### config.mk
export PLATFORM = sky130hd
export DESIGN_NAME = wdt_reset_supervisor
export DESIGN_NICKNAME = d
export VERILOG_FILES = /design/src/rtl/wdt_sup_pkg.sv /design/src/rtl/wdt_sup_edge.sv /design/src/rtl/wdt_sup_counter.sv /design/src/rtl/wdt_reset_supervisor.sv
export SDC_FILE = /design/constraint.sdc
export NUM_CORES = 1
export LEC_CHECK = 0
export BUFFER_PORTS_ARGS = -buffer_cell sky130_fd_sc_hd__buf_2
export CORE_AREA = 2 2 44 46
export CTS_BUF_LIST = sky130_fd_sc_hd__clkbuf_8
export DETAILED_ROUTE_END_ITERATION = 8
export DIE_AREA = 0 0 46 48
export PLACE_DENSITY = 0.56
export SLEW_MARGIN = 5
export SYNTH_ARGS = -nofsm -noshare
export SYNTH_HDL_FRONTEND = slang
export SYNTH_SLANG_ARGS = --single-unit
export TNS_END_PERCENT = 10
### constraint.sdc
create_clock -name clk -period 2.5 [get_ports clk]
set_input_delay 0.5 -clock clk [delete_from_list [all_inputs] [get_ports clk]]
set_output_delay 0.5 -clock clk [all_outputs]
set_load 0.005 [all_outputs]
### src/rtl/wdt_sup_pkg.sv
package wdt_sup_pkg;
  typedef enum logic [1:0] {
    SUP_HOLD  = 2'd0,
    SUP_RAMP  = 2'd1,
    SUP_RUN   = 2'd2,
    SUP_PULSE = 2'd3
  } sup_state_t;
endpackage

### src/rtl/wdt_sup_edge.sv
module wdt_sup_edge (
  input  logic clk,
  input  logic rst,
  input  logic din,
  output logic rise
);
  logic din_q;

  always_ff @(posedge clk) begin
    if (rst) din_q <= 1'b0;
    else     din_q <= din;
  end

  assign rise = din & ~din_q;
endmodule

### src/rtl/wdt_sup_counter.sv
module wdt_sup_counter #(
  parameter int LIMIT = 8
) (
  input  logic                         clk,
  input  logic                         rst,
  input  logic                         clr,
  input  logic                         inc,
  output logic [$clog2(LIMIT+1)-1:0]   cnt,
  output logic                         term
);
  localparam int CW = $clog2(LIMIT+1);
  localparam logic [CW-1:0] LAST = CW'(LIMIT - 1);

  always_ff @(posedge clk) begin
    if (rst || clr) cnt <= '0;
    else if (inc)   cnt <= cnt + 1'b1;
  end

  assign term = (cnt == LAST);

  // control must clear before the count passes its terminal value
  assert_no_overrun_R6: assert property (@(posedge clk) disable iff (rst)
    cnt <= LAST);
endmodule

### src/rtl/wdt_reset_supervisor.sv
module wdt_reset_supervisor #(
  parameter int TIMEOUT   = 8,
  parameter int RST_PULSE = 3
) (
  input  logic clk,
  input  logic rst,
  input  logic sup_hi,
  input  logic sup_lo,
  input  logic wd_kick,
  output logic sys_rst,
  output logic sys_rst_n
);
  import wdt_sup_pkg::*;

  localparam int TW = $clog2(TIMEOUT + 1);
  localparam int PW = $clog2(RST_PULSE + 1);

  sup_state_t st_q, st_d;
  logic          kick_rise;
  logic          tmr_clr, tmr_inc, tmr_term;
  logic          pls_clr, pls_inc, pls_done;
  logic [TW-1:0] tmr_cnt;
  logic [PW-1:0] pls_cnt;

  wdt_sup_edge u_kick (
    .clk (clk), .rst (rst), .din (wd_kick), .rise (kick_rise)
  );

  wdt_sup_counter #(.LIMIT(TIMEOUT)) u_tmr (
    .clk (clk), .rst (rst), .clr (tmr_clr), .inc (tmr_inc),
    .cnt (tmr_cnt), .term (tmr_term)
  );

  wdt_sup_counter #(.LIMIT(RST_PULSE)) u_pls (
    .clk (clk), .rst (rst), .clr (pls_clr), .inc (pls_inc),
    .cnt (pls_cnt), .term (pls_done)
  );

  always_comb begin
    st_d    = st_q;
    tmr_clr = 1'b0;
    tmr_inc = 1'b0;
    pls_clr = 1'b0;
    pls_inc = 1'b0;
    if (!sup_lo) begin
      st_d    = SUP_HOLD;
      tmr_clr = 1'b1;
      pls_clr = 1'b1;
    end else begin
      case (st_q)
        SUP_HOLD: begin
          tmr_clr = 1'b1;
          if (sup_hi) st_d = SUP_RAMP;
        end
        SUP_RAMP: begin
          if (tmr_term) begin
            st_d    = SUP_RUN;
            tmr_clr = 1'b1;
          end else begin
            tmr_inc = 1'b1;
          end
        end
        SUP_RUN: begin
          if (kick_rise) begin
            tmr_clr = 1'b1;
          end else if (tmr_term) begin
            st_d    = SUP_PULSE;
            tmr_clr = 1'b1;
            pls_clr = 1'b1;
          end else begin
            tmr_inc = 1'b1;
          end
        end
        SUP_PULSE: begin
          if (pls_done) begin
            st_d    = SUP_RUN;
            tmr_clr = 1'b1;
          end else begin
            pls_inc = 1'b1;
          end
        end
        default: st_d = SUP_HOLD;
      endcase
    end
  end

  always_ff @(posedge clk) begin
    if (rst) begin
      st_q      <= SUP_HOLD;
      sys_rst   <= 1'b1;
      sys_rst_n <= 1'b0;
    end else begin
      st_q      <= st_d;
      sys_rst   <= (st_d != SUP_RUN);
      sys_rst_n <= (st_d == SUP_RUN);
    end
  end

  assert_complement_R2: assert property (@(posedge clk) disable iff (rst)
    sys_rst_n == !sys_rst);

  assert_uv_assert_R7: assert property (@(posedge clk) disable iff (rst)
    !sup_lo |=> sys_rst && st_q == SUP_HOLD);

  assert_hold_zero_R3: assert property (@(posedge clk) disable iff (rst)
    st_q == SUP_HOLD |-> tmr_cnt == '0);

  assert_release_at_term_R4: assert property (@(posedge clk) disable iff (rst)
    (st_q == SUP_RAMP && tmr_term && sup_lo) |=> !sys_rst);

  assert_kick_clears_R5: assert property (@(posedge clk) disable iff (rst)
    (st_q == SUP_RUN && kick_rise && sup_lo) |=> tmr_cnt == '0 && !sys_rst);

  assert_pulse_held_R6: assert property (@(posedge clk) disable iff (rst)
    st_q == SUP_PULSE |-> sys_rst);

  assert_pulse_no_kick_R9: assert property (@(posedge clk) disable iff (rst)
    (st_q == SUP_PULSE && !pls_done && sup_lo) |=> st_q == SUP_PULSE);
endmodule

==> key figures <==
Status
  – Status: finished clean

CTS
  – H-tree lvl count: 1
  – Insertion delay to the later sink of the worst-skew pair: 240 ps
  – CTS sink cnt: 11
  – Root buffer cell: clkbuf_8
  – CTS tree: done
  – Maximum clock path buffer count: 2
  – # Post-CTS Setup Buffers: 0
  – Inserted Clock Buffers: 3
  – # hold bufs at CTS: 0
  – Cts repair resizes: 0
  – Reg clk slew, reported paths: 50 ps

Global route
  – Vias in the first global route: 451
  – Largest net degree at the start of global routing: 9
  – First-pass GRT wire length: 1.87 mm
  – Antenna violations before repair: 0
  – GRT Resource Usage Total: 0.124
  – Remaining Overflow, GRT: 0

Die
  – Initial Util: 0.367
  – Top Ports: 7
  – Die Span Y: 48 um
  – Row count: 15
  – Die area: 2210 um^2
  – Core area: 1690 um^2
  – Die width: 46 um

Layout
  – Layout cells sized above 1: 0.211
  – Most frequent cells in the layout: dfxtp_1 (11), a21oi_1 (8), inv_1 (6), ha_1 (6), buf_2 (6)
  – Nets: 88
  – Area Overhead vs Synth: 15.6%
  – Diode count: 0
  – Commonest non-fill, non-tap cell in the layout: dfxtp_1
  – Fin area: 716 um^2

Power
  – Pleak: 0.321 nW
  – Worst VDD drop: 415 uV
  – Clock group share of total power: 0.460
  – Internal power component: 0.296 mW
  – Sw Ratio: 0.216
  – Sequential share of power: 0.475
  – Comb power frac: 0.065
  – NetSw: 0.0817 mW
  – Pwr/cell area: 527 nW/um^2

Logic synthesis
  – Mux share of post-synthesis cell area: 0
  – Synth Area in XOR/XNOR: 0.0141
  – Cell accounting for the most synthesized area: dfxtp_1
  – Largest family of logic cells by synthesized area: simple AND/OR/NAND/NOR gates
  – Post-synthesis compound-gate area fraction: 0.192
  – Sequential-to-total area share from yosys stat: 0.356
  – Synth Warn #: 0
  – Post-synth cell types: 28
  – Main synth FF type: dfxtp_1
  – Number of flops mapped to enable cells by yosys: 0
  – Synth Register Bits: 11
  – Post-Synth Adder-Cell Area: 0.121
  – Simple-gate share of the synthesized area: 0.287
  – Synth top area cells: dfxtp_1 (36%), ha_1 (12%), a21oi_1 (6.5%)
  – Mapped Area: 619 um^2
  – Ys async rst share: 0
  – Mapped Nets: 77
  – Synth Instances: 66
  – Synth top area share: 0.356
  – Post-Syn Area per Cell: 9.38 um^2

Route
  – Vias: 518
  – WL per Instance: 11.7 um
  – Initial drt markers: 10
  – Wirelength, routed: 1.09 mm
  – Via density: 5.57
  – Drt first pass iters: 4
  – # DRC: 0
  – Final ANT Viol Nets: 0

Critical path
  – WS Path Type: flop to flop
  – R2r setup slk: 880 ps
  – Data arrival, critical path: 1790 ps
  – Maximum fanout along the worst path: 6
  – Crit path cell chain: inv_1 > ha_1 > nand3_4 > or4_1 > a21oi_1
  – Setup crit end kind: flop
  – CP Data Required Time: 2670 ps
  – Max incr delay on CP: 470 ps
  – CP bufs+invs: 1
  – Slowest-stage cell, CP: or4_1
  – Kind of cell adding the most delay to the critical path: simple AND/OR/NAND/NOR gates
  – Startpoint Class: flop

STA
  – Fmax: 616 MHz
  – Fin. max-slew vios: 0
  – Final setup vio count: 0
  – Final setup TNS: 0 ps
  – Final min period: 1620 ps
  – RSZ-0062 raised after global routing: false
  – Layout Skew: 1.87 ps
  – Worst rel slew slack: 0.749
  – Slew @ Worst Pin: 373 ps
  – Final Hold Fails: 0
  – Hold Slack: 464 ps
  – Period utilisation layout: 0.650

Hold path
  – Hold Path Class: primary input to flop

Flow run
  – Max-cap violations: 0

Placed design
  – DPL Wire Length: 874 um
  – GPL Wtd Cong: 0.738
  – Placed cell areas: 671 um^2
  – Port-buffer cells: 6
==> worst paths after layout <==
path / start / endpoint / depth (start not counted)
worst max register to register: st_q[0]$_SDFF_PP0_ / u_tmr.cnt[3]$_SDFFE_PP0P_ / 5
worst max-delay path: st_q[0]$_SDFF_PP0_ / u_tmr.cnt[3]$_SDFFE_PP0P_ / 5
worst min-delay path: rst / u_kick.din_q$_SDFF_PP0_ / 2
worst min register to register: u_tmr.cnt[3]$_SDFFE_PP0P_ / u_tmr.cnt[3]$_SDFFE_PP0P_ / 2
==> power by group through the flow <==
stage | Clock, mW | Sequential [mW] | Combinational (mW)
after global routing | 0.190 | 0.179 | 0.0281
after detailed placement | 0 | 0.183 | 0.0247
final | 0.174 | 0.179 | 0.0245
after floorplan | 0 | 0.182 | 0.0159
after global placement | 0 | 0.183 | 0.0245
after CTS | 0.180 | 0.179 | 0.0247
==> Yosys cell counts, types with 2 or more instances <==
master	number
o21ai_0	4
inv_1	5
nor2_1	2
nand3_1	3
a31oi_1	2
nand2b_1	2
a21oi_1	8
dfxtp_1	11
o31ai_1	3
nor2b_1	3
ha_1	6
==> sequential cells by signal, indices dropped and copies added, names as in the netlist <==
name	flops
st_q	2
sys_rst	1
sys_rst_n	1
u_tmr.cnt	4
u_pls.cnt	2
u_kick.din_q	1
==> cells by family (layout without fill, tap and decap cells) <==
group,after synthesis,after routing
AOI/OAI and AO/OA,20,20
xor gates and xnor gates,1,1
adders and majority gates,6,6
buffers and inverters,5,15
DFF,11,11
and+or+nand+nor,23,23
==> through the flow <==
step / std cells / power (mW) / util / setup slack, ps
finish: 93 / 0.377 / 0.424 / 876
global route: 93 / 0.397 / 0.424 / 712
CTS: 93 / 0.384 / 0.424 / 874
detailed placement: 89 / 0.207 / 0.397 / 887
global placement: 89 / 0.207 / 0.397 / 924
floorplan: 66 / 0.198 / - / 985
==> layer usage <==
layer,routed length [um],global-route usage
met4,11,0.0514
met2,520,0.200
met3,60,0.0604
met5,0,0
met1,496,0.139
==> cell type report <==
class | instances | area [um^2]
Fill cell | 180 | 973
Multi-Input combinational cell | 50 | 380
Sequential cell | 11 | 220
Clock buffer | 3 | 41.3
Timing Repair Buffer | 6 | 30.0
Tap cell | 17 | 21.3
Inverter | 5 | 18.8
Clock inverter | 1 | 3.75
==> worst register-to-register path, cell delays in order, from the launching register on <==
cell and delay (ps):
dfxtp_1 410, inv_1 90, ha_1 340, nand3_4 100, or4_1 470, a21oi_1 140
No activity file was read; power rests on OpenSTA's default activity.
